File: config.mk
export PLATFORM = sky130hd
export DESIGN_NAME = mmio_uart
export DESIGN_NICKNAME = d
export VERILOG_FILES = /design/src/rtl/mmio_uart_pkg.sv /design/src/rtl/mu_fifo.sv /design/src/rtl/mu_tx.sv /design/src/rtl/mu_rx.sv /design/src/rtl/mmio_uart.sv
export SDC_FILE = /design/constraint.sdc
export NUM_CORES = 1
export LEC_CHECK = 0
export ABC_AREA = 1
export BUFFER_PORTS_ARGS = -buffer_cell sky130_fd_sc_hd__buf_2
export CORE_AREA = 5 5 170 172
export DETAILED_ROUTE_END_ITERATION = 16
export DIE_AREA = 0 0 175 177
export MAX_ROUTING_LAYER = met4
export PLACE_DENSITY = 0.88
export SYNTH_ARGS = -nofsm -noshare
export SYNTH_HDL_FRONTEND = slang
export SYNTH_SLANG_ARGS = --single-unit
File: constraint.sdc
create_clock -name clk -period 7.1 [get_ports clk]
set_clock_uncertainty 0.2 [all_clocks]
set_input_delay 1.065 -clock clk [delete_from_list [all_inputs] [get_ports clk]]
set_output_delay 1.065 -clock clk [all_outputs]
set_load 0.005 [all_outputs]
File: src/rtl/mmio_uart_pkg.sv
package mmio_uart_pkg;
  localparam logic [1:0] REG_CTRL = 2'd0;
  localparam logic [1:0] REG_STAT = 2'd1;
  localparam logic [1:0] REG_TXD  = 2'd2;
  localparam logic [1:0] REG_RXD  = 2'd3;

  localparam int CB_TX_EN   = 0;
  localparam int CB_RX_EN   = 1;
  localparam int CB_IE_TX   = 2;
  localparam int CB_IE_RX   = 3;
  localparam int CB_TX_FLSH = 4;
  localparam int CB_RX_FLSH = 5;
  localparam int CB_DIV_LSB = 16;

  typedef enum logic [1:0] {
    SER_IDLE,
    SER_START,
    SER_DATA,
    SER_STOP
  } ser_state_t;
endpackage

File: src/rtl/mu_fifo.sv
module mu_fifo #(
  parameter int W     = 8,
  parameter int DEPTH = 16
) (
  input  logic         clk,
  input  logic         rst,
  input  logic         flush,
  input  logic         push,
  input  logic [W-1:0] din,
  input  logic         pop,
  output logic [W-1:0] dout,
  output logic         empty,
  output logic         full
);
  localparam int AW = $clog2(DEPTH);
  localparam int CW = $clog2(DEPTH + 1);

  logic [W-1:0]  mem [DEPTH];
  logic [AW-1:0] wp, rp;
  logic [CW-1:0] cnt;
  logic          do_push, do_pop;

  assign empty   = (cnt == '0);
  assign full    = (cnt == CW'(DEPTH));
  assign do_push = push && !full && !flush;
  assign do_pop  = pop && !empty && !flush;
  assign dout    = mem[rp];

  always_ff @(posedge clk) begin
    if (do_push) mem[wp] <= din;
  end

  always_ff @(posedge clk) begin
    if (rst || flush) begin
      wp  <= '0;
      rp  <= '0;
      cnt <= '0;
    end else begin
      if (do_push) wp <= wp + AW'(1);
      if (do_pop)  rp <= rp + AW'(1);
      if (do_push && !do_pop)      cnt <= cnt + CW'(1);
      else if (do_pop && !do_push) cnt <= cnt - CW'(1);
    end
  end
endmodule

File: src/rtl/mu_tx.sv
module mu_tx
  import mmio_uart_pkg::*;
#(
  parameter int DW = 16
) (
  input  logic          clk,
  input  logic          rst,
  input  logic          en,
  input  logic [DW-1:0] div,
  input  logic          avail,
  input  logic [7:0]    data,
  output logic          pop,
  output logic          txd,
  output logic          busy
);
  localparam logic [DW:0] ONE = (DW + 1)'(1);

  ser_state_t    st;
  logic [DW-1:0] cnt;
  logic [2:0]    bitn;
  logic [7:0]    sh;
  logic          bit_done;

  assign bit_done = ({1'b0, cnt} + ONE) >= {1'b0, div};
  assign pop      = (st == SER_IDLE) && en && avail;
  assign busy     = (st != SER_IDLE);

  always_ff @(posedge clk) begin
    if (rst) begin
      st   <= SER_IDLE;
      cnt  <= '0;
      bitn <= '0;
      sh   <= '0;
      txd  <= 1'b1;
    end else begin
      unique case (st)
        SER_IDLE: begin
          cnt <= '0;
          if (pop) begin
            sh  <= data;
            txd <= 1'b0;
            st  <= SER_START;
          end
        end
        SER_START: begin
          if (bit_done) begin
            cnt  <= '0;
            txd  <= sh[0];
            sh   <= sh >> 1;
            bitn <= '0;
            st   <= SER_DATA;
          end else cnt <= cnt + DW'(1);
        end
        SER_DATA: begin
          if (bit_done) begin
            cnt <= '0;
            if (bitn == 3'd7) begin
              txd <= 1'b1;
              st  <= SER_STOP;
            end else begin
              txd  <= sh[0];
              sh   <= sh >> 1;
              bitn <= bitn + 3'd1;
            end
          end else cnt <= cnt + DW'(1);
        end
        SER_STOP: begin
          if (bit_done) begin
            cnt <= '0;
            st  <= SER_IDLE;
          end else cnt <= cnt + DW'(1);
        end
        default: st <= SER_IDLE;
      endcase
    end
  end
endmodule

File: src/rtl/mu_rx.sv
module mu_rx
  import mmio_uart_pkg::*;
#(
  parameter int DW = 16
) (
  input  logic          clk,
  input  logic          rst,
  input  logic          en,
  input  logic [DW-1:0] div,
  input  logic          rxd,
  output logic          push,
  output logic [7:0]    data,
  output logic          idle
);
  localparam logic [DW:0] ONE = (DW + 1)'(1);

  ser_state_t    st;
  logic [DW-1:0] cnt;
  logic [2:0]    bitn;
  logic          s1, s2, s3;
  logic          bit_done, half_done;

  assign bit_done  = ({1'b0, cnt} + ONE) >= {1'b0, div};
  assign half_done = ({1'b0, cnt} + ONE) >= {2'b0, div[DW-1:1]};
  assign idle      = (st == SER_IDLE);

  always_ff @(posedge clk) begin
    if (rst) begin
      s1 <= 1'b1;
      s2 <= 1'b1;
      s3 <= 1'b1;
    end else begin
      s1 <= rxd;
      s2 <= s1;
      s3 <= s2;
    end
  end

  always_ff @(posedge clk) begin
    if (rst) begin
      st   <= SER_IDLE;
      cnt  <= '0;
      bitn <= '0;
      data <= '0;
      push <= 1'b0;
    end else begin
      push <= 1'b0;
      if (!en) begin
        st  <= SER_IDLE;
        cnt <= '0;
      end else begin
        unique case (st)
          SER_IDLE: begin
            cnt <= '0;
            if (s3 && !s2) st <= SER_START;
          end
          SER_START: begin
            if (half_done) begin
              cnt  <= '0;
              bitn <= '0;
              st   <= s2 ? SER_IDLE : SER_DATA;
            end else cnt <= cnt + DW'(1);
          end
          SER_DATA: begin
            if (bit_done) begin
              cnt  <= '0;
              data <= {s2, data[7:1]};
              if (bitn == 3'd7) st <= SER_STOP;
              else bitn <= bitn + 3'd1;
            end else cnt <= cnt + DW'(1);
          end
          SER_STOP: begin
            if (bit_done) begin
              cnt  <= '0;
              push <= s2;
              st   <= SER_IDLE;
            end else cnt <= cnt + DW'(1);
          end
          default: st <= SER_IDLE;
        endcase
      end
    end
  end
endmodule

File: src/rtl/mmio_uart.sv
module mmio_uart
  import mmio_uart_pkg::*;
#(
  parameter int          DEPTH   = 16,
  parameter int          DIV_W   = 16,
  parameter logic [15:0] DIV_RST = 16'hD9,
  parameter int          AW      = 4
) (
  input  logic          clk,
  input  logic          rst,
  input  logic [AW-1:0] addr,
  input  logic          wr_en,
  input  logic [31:0]   wdata,
  input  logic          rd_en,
  output logic [31:0]   rdata,
  input  logic          rxd,
  output logic          txd,
  output logic          irq_tx,
  output logic          irq_rx
);
  logic [1:0]       sel;
  logic             tx_en, rx_en, ie_tx, ie_rx;
  logic [DIV_W-1:0] div;
  logic             tx_flush, rx_flush, tx_push, rx_pop, wr_ctrl;
  logic             tx_pop, tx_empty, tx_full, tx_busy, tx_idle;
  logic             rx_push, rx_empty, rx_full, rx_idle;
  logic [7:0]       tx_dout, rx_din, rx_dout;
  logic [31:0]      rd_mux;
  logic             unused_bits;

  assign sel         = addr[3:2];
  assign unused_bits = ^{addr[1:0], wdata[15:8]};
  assign wr_ctrl     = wr_en && (sel == REG_CTRL);
  assign tx_flush    = wr_ctrl && wdata[CB_TX_FLSH];
  assign rx_flush    = wr_ctrl && wdata[CB_RX_FLSH];
  assign tx_push     = wr_en && (sel == REG_TXD);
  assign rx_pop      = rd_en && (sel == REG_RXD);
  assign tx_idle     = tx_empty && !tx_busy;

  always_ff @(posedge clk) begin
    if (rst) begin
      tx_en <= 1'b0;
      rx_en <= 1'b0;
      ie_tx <= 1'b0;
      ie_rx <= 1'b0;
      div   <= DIV_W'(DIV_RST);
    end else if (wr_ctrl) begin
      tx_en <= wdata[CB_TX_EN];
      rx_en <= wdata[CB_RX_EN];
      ie_tx <= wdata[CB_IE_TX];
      ie_rx <= wdata[CB_IE_RX];
      div   <= wdata[CB_DIV_LSB +: DIV_W];
    end
  end

  always_comb begin
    rd_mux = '0;
    unique case (sel)
      REG_CTRL: begin
        rd_mux[CB_TX_EN]               = tx_en;
        rd_mux[CB_RX_EN]               = rx_en;
        rd_mux[CB_IE_TX]               = ie_tx;
        rd_mux[CB_IE_RX]               = ie_rx;
        rd_mux[CB_DIV_LSB +: DIV_W]    = div;
      end
      REG_STAT: rd_mux[5:0] = {rx_idle, tx_idle, rx_empty, tx_empty, rx_full, tx_full};
      REG_RXD:  rd_mux[7:0] = rx_empty ? 8'h00 : rx_dout;
      default:  rd_mux = '0;
    endcase
  end

  always_ff @(posedge clk) begin
    if (rst) begin
      rdata  <= '0;
      irq_tx <= 1'b0;
      irq_rx <= 1'b0;
    end else begin
      if (rd_en) rdata <= rd_mux;
      irq_tx <= ie_tx && tx_empty;
      irq_rx <= ie_rx && !rx_empty;
    end
  end

  mu_fifo #(.W(8), .DEPTH(DEPTH)) u_txq (
    .clk(clk), .rst(rst), .flush(tx_flush), .push(tx_push), .din(wdata[7:0]),
    .pop(tx_pop), .dout(tx_dout), .empty(tx_empty), .full(tx_full)
  );

  mu_fifo #(.W(8), .DEPTH(DEPTH)) u_rxq (
    .clk(clk), .rst(rst), .flush(rx_flush), .push(rx_push), .din(rx_din),
    .pop(rx_pop), .dout(rx_dout), .empty(rx_empty), .full(rx_full)
  );

  mu_tx #(.DW(DIV_W)) u_tx (
    .clk(clk), .rst(rst), .en(tx_en), .div(div), .avail(!tx_empty),
    .data(tx_dout), .pop(tx_pop), .txd(txd), .busy(tx_busy)
  );

  mu_rx #(.DW(DIV_W)) u_rx (
    .clk(clk), .rst(rst), .en(rx_en), .div(div), .rxd(rxd),
    .push(rx_push), .data(rx_din), .idle(rx_idle)
  );
endmodule

# Word level (Yosys, flattened, before mapping)

Memories as Yosys holds them, arrays and structs flattened. A register that Yosys moved wholly into a read port is not among the register bits.
Index checks and enable logic that the tools add are counted.
W data, S select, Z words.

Input bits: 41
Memory bits (writable): 256
Output and inout bits: 35
Word-level logic and storage cells: 186
Bits in registers: 135
Memories kept: 2

Memories:

| name      | depth | bits a word | rd ports | clocked after Yosys merged registers in | write ports | line          | RTL |
|---|---|---|---|---|---|---|---|
| u_rxq.mem | 16    | 8           | 1        | 1                                       | 1           | mu_fifo.sv:18 | `logic [W-1:0] mem [DEPTH];` |
| u_txq.mem | 16    | 8           | 1        | 1                                       | 1           | mu_fifo.sv:18 |  |

Multiplexer cells: 53
Reductions and logical operators: 59
Equality and inequality tests: 25
Bitwise logic cells: 3
Add/subtract/negate cells: 14
$lt $le $gt $ge: 3

Operators by type and width:

| cell                    | count |
|---|---|
| $mux W16                | 4 |
| $pmux W16 S3            | 1 |
| $mux W8                 | 5 |
| $add A16 B1 Y17 const B | 2 |
| $ge A17 B16 Y1          | 2 |
| $add A16 B1 Y16 const B | 2 |
| $pmux W16 S2            | 1 |
| $mux W2                 | 12 |
| $pmux W8 S3             | 1 |
| $logic_and A1 B1 Y1     | 23 |
| $mux W5                 | 4 |
| $reduce_and A5 Y1       | 4 |
| $mux W3                 | 6 |
| $ne A2 B1 Y1 const B    | 9 |
| $ge A17 B15 Y1          | 1 |
| $add A4 B1 Y4 const B   | 4 |
| $mux W4                 | 4 |
| $pmux W2 S4             | 2 |
| $eq A2 B2 Y1 const B    | 6 |
| $logic_not A1 Y1        | 12 |
| $pmux W3 S2             | 2 |
| $pmux W4 S3             | 1 |
| $add A5 B1 Y5 const B   | 2 |
| $eq A5 B5 Y1 const B    | 2 |
| 19 further kinds        | 45 |

# Depth between registers and ports, before layout

Gate-level depths: netlist of the first run.

Depth after elaboration: 9
Gate-level depth with buffers: 27
Mapped depth without buffers: 27

# Hierarchy

From an unflattened synthesis of the first run, not the netlist that was laid out.

Cells, all modules: 2235
Area, all modules: 19517.5 µm²

Modules (own cells, without submodules):

| module          | area each (µm²) | cells each | times used | seq. area each (µm²) |
|---|---|---|---|---|
| mu_fifo (u_rxq) | 6576.3          | 667        | 1          | 4184.0 |
| mu_fifo (u_txq) | 6528.8          | 666        | 1          | 4184.0 |
| mu_rx           | 2449.8          | 335        | 1          | 660.6 |
| mu_tx           | 2097.0          | 320        | 1          | 600.6 |
| mmio_uart       | 1865.5          | 247        | 1          | 920.9 |

# Least setup slack after synthesis of the first run

No wires, ideal clock.

Path type: input to register
Start: in addr[3]
End: reg u_rxq.cnt[4]
Required time: 6781 ps
Library setup time: 119 ps
Buffers on the path: 0
Data arrival time: 3017 ps
Setup slack: 3763 ps
Cell stages on the path: 16
Path through: nor2_1 > nand2_1 > inv_1 > nand2_1 > nand3_1 > clkinv_1 > ha_1 > inv_1 > ha_1 > a21o_1 > a21oi_1 > nor2_1 > nor2_1 > nand2_1 > o21ai_0 > a21oi_1

Cells in the longest elaborated chain, start to end: 8
Elaborated cells on any way between the ends: 16
Those cells by class: eq/ne: 1; mux: 1; reduce/logical: 14

RTL lines:

| item                                | line            | RTL |
|---|---|---|
| start: declaration                  | mmio_uart.sv:11 | `input logic [AW-1:0] addr,` |
| $logic_not A2 Y1 *                  | mmio_uart.sv:33 | `assign wr_ctrl = wr_en && (sel == REG_CTRL);` |
| $logic_and A1 B1 Y1 *               | mmio_uart.sv:33 |  |
| $logic_and A1 B1 Y1 *               | mmio_uart.sv:35 | `assign rx_flush = wr_ctrl && wdata[CB_RX_FLSH];` |
| $logic_not A1 Y1 *                  | mu_fifo.sv:25   | `assign do_push = push && !full && !flush;` |
| $logic_and A1 B1 Y1 *               | mu_fifo.sv:25   |  |
| named net u_rxq.do_push             | mu_fifo.sv:21   | `logic do_push, do_pop;` |
| $logic_not A1 Y1                    | mu_fifo.sv:42   | `else if (do_pop && !do_push) cnt <= cnt - CW'(1);` |
| $logic_and A1 B1 Y1                 | mu_fifo.sv:42   |  |
| $reduce_bool A2 Y1 (no source line) | n/a             |  |
| end signal: assignment              | mu_fifo.sv:41   | `if (do_push && !do_pop) cnt <= cnt + CW'(1);` |
| end signal: assignment              | mu_fifo.sv:42   |  |
| end: declaration                    | mu_fifo.sv:20   | `logic [CW-1:0] cnt;` |

Mark *: on every way through the listed nets, which the timed path passes. The rest lies on a longest branch.
A chain may end at the register's enable or synchronous reset.

# Worst setup path after layout of the first run

Ends and elaborated chain as after synthesis.

==> results of run 1 <==
==> through the flow <==
step	instances	setup WS (ns)
after floorplan	1757	3.763
after global placement	2094	2.158
after detailed placement	2094	2.037
after CTS	2166	2.477
after global routing	2166	2.029
final	2166	2.386
==> state kept, by name (all words and copies together), names as in the netlist, 3 cells and up, named ones only <==
| signal | cells |
|---|---|
| u_txq.cnt | 5 |
| u_txq.mem | 128 |
| u_rx.bitn | 3 |
| u_rx.data | 8 |
| u_rxq.mem | 128 |
| u_rxq.cnt | 5 |
| u_rxq.wp | 4 |
| rdata | 24 |
| u_tx.cnt | 16 |
| u_txq.wp | 4 |
| u_tx.bitn | 3 |
| u_txq.rp | 4 |
| u_rxq.rp | 4 |
| u_rx.cnt | 16 |
| u_tx.sh | 8 |
| div | 16 |
==> layout make-up <==
| class | instances | area [um^2] | area share, % |
|---|---|---|---|
| clock inverters | 21 | 309.0 | 1.592 |
| multi-input cells | 1135 | 6156 | 31.70 |
| inverters | 149 | 559.3 | 2.880 |
| well taps | 346 | 432.9 | 2.230 |
| clock buffers | 51 | 1062 | 5.471 |
| repair buffers | 65 | 345.3 | 1.778 |
| flip-flops and latches | 399 | 10550 | 54.35 |
==> cell families after synthesis <==
kind of cell             Yosys count  synth area share, %
AND/OR/NAND/NOR                  628                15.14
flip-flops                       399                60.07
AO/OA/AOI/OAI                    397                12.90
buffers and inverters            223                5.030
adder cells (fa/ha/maj)           78                5.642
XOR/XNOR                          24                1.197
other                              1              0.02135
==> synth_stat cells (32+ instances only) <==
cell | instances | area share, %
nor2_1 | 278 | 5.9
edfxtp_1 | 256 | 44
nand2_1 | 234 | 5.0
o21ai_0 | 197 | 5.6
dfxtp_1 | 143 | 16
inv_1 | 139 | 3.0
a21oi_1 | 104 | 3.0
ha_1 | 76 | 5.4
clkbuf_1 | 57 | 1.2
o221ai_1 | 41 | 2.0
nand3_1 | 38 | 1.1
nand4_1 | 32 | 1.1
==> power by group through the flow <==
stage,sequential [mW],combinational (mW),clock [mW]
after CTS,2.53,0.427,2.20
final,2.53,0.431,2.19
after global routing,2.53,0.485,2.31
after detailed placement,2.58,0.416,0
after global placement,2.58,0.397,0
after floorplan,2.57,0.313,0
==> routing by layer <==
layer  wire (um)  up-vias  track usage [%]
met5           0        -                -
met4        1649        0            11.23
met3        4035      140            4.678
met2       20050      785            44.86
met1       15960     6255            34.09
li1            -     6168                -
==> path summary, 6_finish.rpt <==
| path | startpoint | to | slack [ns] | cells after the start |
|---|---|---|---|---|
| setup / recovery | addr[3] | u_rxq.cnt[4] | 2.39 | 18 |
| hold / removal | u_rx.s1 | u_rx.s2 | 0.21 | 1 |
| setup reg to reg | u_tx.cnt[0] | u_tx.bitn[2] | 3.18 | 21 |
| hold reg to reg | u_rx.s1 | u_rx.s2 | 0.21 | 1 |
==> critical path, cell delays in order <==
cell and delay [ns]:
buf_2 0.14, nor2_1 0.13, buf_4 0.27, nand2_1 0.58, inv_1 0.64, nand2_1 0.17
nand3_1 0.18, clkinv_1 0.22, ha_1 0.28, inv_1 0.14, ha_1 0.29, a21o_1 0.19
a21oi_1 0.17, nor2_1 0.08, nor2_1 0.11, nand2_1 0.07, o21ai_0 0.14, a21oi_1 0.05
==> flow_summary.json, run 1 <==
{
  "status": "complete, no violations",
  "fmax_ghz": 0.2121,
  "relSlewSlack_pct": 26.54,
  "clock-sinks": 399,
  "cts_buffer_depth": 3,
  "synthArstFlopShare_pct": 0,
  "worst_slew_pin_slew_ns": 1.101,
  "cp-start-kind": "primary input",
  "drc_errors": 0,
  "min_period_ns": 4.714,
  "ioPinCount": 76,
  "post-cts-setup-buffers": 0,
  "p_sw_share_pct": 23.20,
  "avgSynthCellArea_um2": 10.04,
  "placement.io_buffers": 57,
  "post_dp_cell_area_um2": 18050,
  "path_class": "in -> reg",
  "cts-buffers-inserted": 40,
  "die-area_um2": 30980,
  "cts_root_buf": "clkbuf_16",
  "ys_warn_count": 0,
  "crit_required_ns": 7.32,
  "holdCritPathClass": "reg -> reg",
  "first_pass_iters": 6,
  "drtAntennaViolNets": 0,
  "grt_pass1_vias": 12970,
  "peakVddDrop_mv": 0.3108,
  "rsz0062_at_grt": "no",
  "synth_cell_types": 53,
  "synth_ff_type": "edfxtp_1",
  "place.gp.congestion": 0.9252,
  "grt_overflow_total": 0,
  "final_common_cell": "nor2_1",
  "core_um2": 27320,
  "vias": 13350,
  "ys_ff_latch": 399,
  "mostFrequentLayoutCells": "278 x nor2_1, 256 x edfxtp_1, 234 x nand2_1, 197 x o21ai_0, 141 x dfxtp_1",
  "antennaDiodeCount": 0,
  "clk_pin_slew_worst_paths_ns": 0.07,
  "synth_seq_area_share_pct": 60.07,
  "clk_latency_ns": 0.53,
  "htree_num_levels": 2,
  "ctsHoldBuffers": 0,
  "cap_violations": 0,
  "period_share_pct": 66.40,
  "wl_um": 41690,
  "pwr-share-comb_pct": 8.4,
  "antenna_found_initial": 0,
  "hold_viol_final": 0,
  "slew_violations": 0,
  "viasPerCell": 6.163,
  "intPower_mw": 3.961,
  "die_y_um": 177,
  "fin_nets": 1909,
  "rows": 61,
  "die_w_um": 175,
  "seqPwrFrac_pct": 49.1,
  "finalPower_mw": 5.158,
  "hpwl_um": 25550,
  "wl_per_cell_um": 19.25,
  "final_util_pct": 71.06,
  "crit_arrival_ns": 4.94,
  "fill_cells": 1716,
  "finalSetupViolCount": 0,
  "cp_max_fo": 30,
  "area_delta_synth_final_pct": 10.56,
  "grt_start_max_net_pins": 66,
  "drive_gt1_share_pct": 8.626,
  "start_util_pct": 64.28,
  "setup_tns_ns": 0,
  "power.leakage_nw": 7.914,
  "final_area_um2": 19420,
  "p_switching_mw": 1.197,
  "initialDrtViolationCount": 1714,
  "grt_pass1_wl_um": 66100,
  "cts-resized-gates": 0,
  "synth-edff-count": 256,
  "syn_area_um2": 17560,
  "cp-end-kind": "register",
  "power_density_nw_per_um2": 265.6,
  "postSynthCellCount": 1750,
  "cts_tree": "done",
  "pwr-share-clk_pct": 42.6,
  "grt_use_total_pct": 27.32,
  "holdWs_ns": 0.2075
}
(Power assumes the default switching activity.)
==> inputs of run 2 (changes only) <==
--- a/config.mk
+++ b/config.mk
@@ -5,13 +5,13 @@
 export SDC_FILE = /design/constraint.sdc
 export NUM_CORES = 1
 export LEC_CHECK = 0
-export ABC_AREA = 1
+export ABC_AREA = 0
 export BUFFER_PORTS_ARGS = -buffer_cell sky130_fd_sc_hd__buf_2
-export CORE_AREA = 5 5 170 172
+export CORE_AREA = 5 5 174 176
 export DETAILED_ROUTE_END_ITERATION = 16
-export DIE_AREA = 0 0 175 177
+export DIE_AREA = 0 0 179 181
 export MAX_ROUTING_LAYER = met4
-export PLACE_DENSITY = 0.88
+export PLACE_DENSITY = 0.84
 export SYNTH_ARGS = -nofsm -noshare
 export SYNTH_HDL_FRONTEND = slang
 export SYNTH_SLANG_ARGS = --single-unit
==> constraint.sdc (replaced) <==
create_clock -name clk -period 4.4 [get_ports clk]
set_clock_uncertainty 0.2 [all_clocks]
set_input_delay 0.66 -clock clk [delete_from_list [all_inputs] [get_ports clk]]
set_output_delay 0.66 -clock clk [all_outputs]
set_load 0.005 [all_outputs]
==> flow_summary.json, run 2 <==
{
  "path_class": "reg -> reg",
  "htree_num_levels": 2,
  "drive_gt1_share_pct": 19.49,
  "die_w_um": 179,
  "drtAntennaViolNets": 0,
  "setup_tns_ns": 0,
  "hold_start": "rxd",
  "ys_ff_latch": 399,
  "initialDrtViolationCount": 1028,
  "start_util_pct": 61.06,
  "slowest_stage": "a221o_1",
  "path_cells": "nand4_2 -> or2_2 -> nor3_1 -> xor2_1 -> ha_1 -> nand2_1 -> o21bai_1 -> a2111oi_0 -> o21ai_1 -> o21ai_2 -> a221o_1 -> mux2_4",
  "drc_errors": 0,
  "hpwl_um": 24400,
  "status": "complete, no violations",
  "grt_pass1_vias": 10490,
  "grt.met3_usage_pct": 3.679,
  "first_pass_iters": 5,
  "synth.area.top_cells": "edfxtp_1 44%, dfxtp_1 16%, mux4_2 9.8%",
  "cts_buffer_depth": 3,
  "crit_required_ns": 4.62,
  "cts_root_buf": "clkbuf_16",
  "fmax_ghz": 0.2453,
  "synthArstFlopShare_pct": 0,
  "synth_top_cell_area_share_pct": 44.22,
  "fin_nets": 1428,
  "ctsHoldBuffers": 0,
  "synth_ff_type": "edfxtp_1",
  "cp-end-kind": "register",
  "cts_tree": "done",
  "synth-edff-count": 256,
  "worstHoldEndpoint": "u_rx.s1",
  "synth_seq_area_share_pct": 60.69,
  "wl_per_cell_um": 21.88,
  "post-cts-setup-buffers": 0,
  "synth_top_area_cell": "edfxtp_1",
  "grt_start_max_net_pins": 44,
  "finalSetupViolCount": 0,
  "synth.most_common_cell": "edfxtp_1",
  "hold_viol_final": 0,
  "met1_usage_pct": 31.80,
  "die-area_um2": 32400,
  "antenna_found_initial": 1,
  "wl_um": 37720,
  "synth_cell_types": 78,
  "avgSynthCellArea_um2": 13.92,
  "yosys-top-cells-count": "256 x edfxtp_1, 143 x dfxtp_1, 109 x nor2_1",
  "grt_util_met2_pct": 39.29,
  "min_period_ns": 4.076,
  "fill_cells": 1844,
  "clk_pin_slew_worst_paths_ns": 0.06,
  "mostFrequentLayoutCells": "256 x edfxtp_1, 140 x dfxtp_1, 109 x nor2_1, 101 x nand2_1",
  "busiest_layer": "met2",
  "viasPerCell": 6.138,
  "slowest_delay_ns": 0.54,
  "r2r-end": "u_tx.sh[5]",
  "dpl.cell_count": 1651,
  "clk_latency_ns": 0.53,
  "grt_pass1_wl_um": 59260,
  "rrSetupSlack_ns": 0.32,
  "rows": 62,
  "grt_overflow_total": 0,
  "postSynthCellCount": 1249,
  "slew_violations": 0,
  "stdcell_count": 1724,
  "placement.io_buffers": 57,
  "period_share_pct": 92.64,
  "clock-sinks": 399,
  "peakVddDrop_mv": 0.3357,
  "place.gp.congestion": 0.8348,
  "r2r_cells": 12,
  "rsz0062_at_grt": "no",
  "cts-buffers-inserted": 40,
  "cp_max_fo": 8,
  "core_um2": 28470,
  "vias": 10580,
  "syn_area_um2": 17380,
  "ioPinCount": 76,
  "cts-resized-gates": 0,
  "r2r_start": "u_tx.cnt[2]",
  "worst_slew_pin_slew_ns": 1.191,
  "final_common_cell": "edfxtp_1",
  "power_density_nw_per_um2": 412.9,
  "reg.largest.list": "u_rxq.mem x128, u_txq.mem x128, rdata x24",
  "cp-start-kind": "register",
  "relSlewSlack_pct": 20.31,
  "grt_use_total_pct": 24.13,
  "holdPathStages": 2,
  "die_y_um": 181,
  "crit_arrival_ns": 4.30,
  "area_delta_synth_final_pct": 11.23,
  "holdCritPathClass": "in -> reg",
  "cap_violations": 0,
  "ys_warn_count": 0,
  "power.leakage_nw": 6.995
}
[run 2: layer usage]
| layer | share of wire (%) | routed length (um) | vias up |
|---|---|---|---|
| met3 | 7.5 | 2830 | 82 |
| met1 | 39 | 14810 | 5263 |
| met2 | 50 | 18920 | 463 |
| met4 | 3.1 | 1155 | 0 |
| li1 | - | - | 4774 |
| met5 | 0 | 0 | - |
[run 2: area by class of cell]
type                    instances  area (um^2)  area share, %
well taps                     384        480.5          2.485
flip-flops and latches        399        10550          54.58
multi-input cells             754         6370          32.94
clock buffers                  52         1086          5.617
repair buffers                 76        427.9          2.213
clock inverters                20        272.8          1.411
diodes                          1        2.502        0.01294
inverters                      38        142.6         0.7377
[run 2: logic make-up after synthesis]
family / synth area share [%]
XOR/XNOR: 2.418
AND/OR/NAND/NOR: 10.56
buffers and inverters: 2.850
adder cells (fa/ha/maj): 5.700
other: 0.02157
multiplexers: 11.67
AO/OA/AOI/OAI: 6.096
flip-flops: 60.69
[run 2: per-stage QoR]
step | hold WS (ns) | setup slack, ns | cell area, um^2 | util [%] | power, mW
detailed placement | 0.2167 | 0.4622 | 17970 | 63.14 | 4.545
CTS | 0.1081 | 0.3428 | 19330 | 67.91 | 8.016
floorplan | 0.1895 | 1.083 | 17410 | - | 4.425
global route | 0.1117 | 0.07951 | 19340 | 67.92 | 8.244
global placement | 0.1942 | 0.5510 | 17970 | 63.14 | 4.524
finish | 0.1212 | 0.3238 | 19340 | 67.92 | 7.984
[run 2: critical path, delay by kind of cell, from the launching register on]
| kind | cells | cell delay (ns) |
|---|---|---|
| AO/OA/AOI/OAI | 5 | 1.56 |
| XOR/XNOR | 1 | 0.24 |
| adder cells (fa/ha/maj) | 1 | 0.32 |
| flip-flops | 1 | 0.43 |
| multiplexers | 1 | 0.35 |
| AND/OR/NAND/NOR | 4 | 0.87 |
[run 2: worst max path at each step]
| stage | startpoint | to |
|---|---|---|
| 2_1_floorplan | addr[3] | u_txq.cnt[4] |
| 3_3_place_gp | u_tx.cnt[2] | u_tx.sh[0] |
| 3_5_place_dp | u_tx.cnt[2] | u_tx.sh[5] |
| 4_1_cts | u_tx.cnt[2] | u_tx.sh[5] |
| 5_1_grt | u_tx.cnt[2] | u_tx.sh[1] |
| 6_report | u_tx.cnt[2] | u_tx.sh[5] |
[run 2: power breakdown]
group	internal [mW]	total [mW]	switching [mW]
combinational	0.173	0.430	0.257
sequential	4.00	4.05	0.0422
clock	2.10	3.51	1.40
total	6.28	7.98	1.70
==> inputs of run 3 (changes only) <==
--- a/config.mk
+++ b/config.mk
@@ -11,7 +11,7 @@
 export DETAILED_ROUTE_END_ITERATION = 16
 export DIE_AREA = 0 0 179 181
 export MAX_ROUTING_LAYER = met4
-export PLACE_DENSITY = 0.84
+export PLACE_DENSITY_LB_ADDON = 0.12
 export SYNTH_ARGS = -nofsm -noshare
 export SYNTH_HDL_FRONTEND = slang
 export SYNTH_SLANG_ARGS = --single-unit
==> flow_summary.json, run 3 (synthesized netlist as in run 2, its figures left out) <==
{
  "status": "complete, no violations",
  "holdPathStages": 2,
  "period_share_pct": 92.38,
  "slew_violations": 0,
  "cts_tree": "done",
  "post-cts-setup-buffers": 0,
  "wl_um": 35390,
  "core_um2": 28470,
  "rsz0062_at_grt": "no",
  "cp_num_buf_inv": 0,
  "hpwl_um": 23950,
  "relSlewSlack_pct": 39.06,
  "grt_pass1_wl_um": 56140,
  "cap_violations": 0,
  "grt_overflow_total": 0,
  "multiInputGateArea_um2": 6370,
  "grt_start_max_net_pins": 74,
  "r2r_cells": 12,
  "p_sw_share_pct": 21.24,
  "placement.io_buffers": 57,
  "wl_per_cell_um": 20.43,
  "ctsHoldBuffers": 0,
  "holdCritPathClass": "in -> reg",
  "fill_cells": 2010,
  "htree_num_levels": 2,
  "path_class": "reg -> reg",
  "pwr-share-comb_pct": 5.6,
  "power.leakage_nw": 6.994,
  "clk_pin_slew_worst_paths_ns": 0.06,
  "final_common_cell": "edfxtp_1",
  "worst_slew_pin_slew_ns": 0.9107,
  "p_switching_mw": 1.661,
  "min_period_ns": 4.065,
  "die-area_um2": 32400,
  "cts-resized-gates": 0,
  "place.gp.congestion": 0.8851,
  "initialDrtViolationCount": 800,
  "finalSetupViolCount": 0,
  "setup_slack_ns": 0.3354,
  "grt_use_total_pct": 22.83,
  "drive_gt1_share_pct": 19.44,
  "antenna_found_initial": 0,
  "peakVddDrop_mv": 0.3521,
  "slowest_delay_ns": 0.54,
  "hold_viol_final": 0,
  "mostFrequentLayoutCells": "256 x edfxtp_1, 141 x dfxtp_1, 109 x nor2_1, 101 x nand2_1",
  "ioPinCount": 76,
  "vias": 10190,
  "crit_family": "compound AO/OA/AOI/OAI gates",
  "fin_nets": 1435,
  "cp-start-kind": "register",
  "start_util_pct": 61.06,
  "dpl.cell_count": 1657,
  "antennaDiodeCount": 0,
  "power_density_nw_per_um2": 404.6,
  "reg.largest.list": "u_rxq.mem x128, u_txq.mem x128, rdata x24",
  "viasPerCell": 5.883,
  "first_pass_iters": 5,
  "cts-buffers-inserted": 41,
  "path_depth": 12,
  "cts_root_buf": "clkbuf_16",
  "cts_buffer_depth": 3,
  "crit_required_ns": 4.59,
  "seqPwrFrac_pct": 51.7,
  "pwr-share-clk_pct": 42.7,
  "pre_cts_ws_ns": 0.4218,
  "drtAntennaViolNets": 0,
  "regArea_um2": 10550,
  "crit_arrival_ns": 4.26,
  "clk_latency_ns": 0.53,
  "drc_errors": 0,
  "rows": 62,
  "intPower_mw": 6.157,
  "grt_pass1_vias": 10190,
  "cp_max_fo": 8,
  "clock-sinks": 399,
  "final_util_pct": 67.87,
  "path_cells": "nand4_2 -> or2_2 -> nor3_1 -> xor2_1 -> ha_1 -> nand2_1 -> o21bai_1 -> a2111oi_0 -> o21ai_1 -> o21ai_2 -> a221o_1 -> mux2_4",
  "cp-end-kind": "register",
  "stdcell_count": 1732,
  "slowest_stage": "a2111oi_0",
  "fmax_ghz": 0.2460,
  "holdWs_ns": 0.1144,
  "setup_tns_ns": 0,
  "die_w_um": 179,
  "area_delta_synth_final_pct": 11.15,
  "die_y_um": 181
}
-- run 3: final timing paths --
path | from | to | slack [ns]
setup reg to reg | u_tx.cnt[3] | u_tx.sh[1] | 0.34
setup / recovery | u_tx.cnt[3] | u_tx.sh[1] | 0.34
hold / removal | rxd | u_rx.s1 | 0.11
hold reg to reg | u_rx.s1 | u_rx.s2 | 0.22
-- run 3: cell type report --
class / instances / share of cell area, %
flip-flops and latches: 399 / 54.61
multi-input cells: 754 / 32.97
clock buffers: 64 / 6.139
well taps: 384 / 2.487
repair buffers: 82 / 2.448
inverters: 38 / 0.7382
clock inverters: 11 / 0.6087
-- run 3: through the flow --
step	area, um^2	total power, mW
CTS	19320	7.887
floorplan	17410	4.425
detailed placement	18020	4.555
global placement	18020	4.545
global route	19320	8.090
finish	19320	7.818
-- run 3: routing by layer --
layer	global-route usage (%)	share of wire (%)	vias up
met3	3.637	5.0	59
met5	-	0	-
li1	-	-	4783
met2	36.28	49	274
met1	30.94	43	5074
met4	6.356	2.7	0
-- run 3: power groups by stage --
stage | logic, mW | registers, mW | clock network [mW]
6_report | 0.436 | 4.04 | 3.34
5_1_grt | 0.483 | 4.05 | 3.56
4_1_cts | 0.436 | 4.04 | 3.41
3_5_place_dp | 0.433 | 4.12 | 0
3_3_place_gp | 0.424 | 4.12 | 0
2_1_floorplan | 0.314 | 4.11 | 0
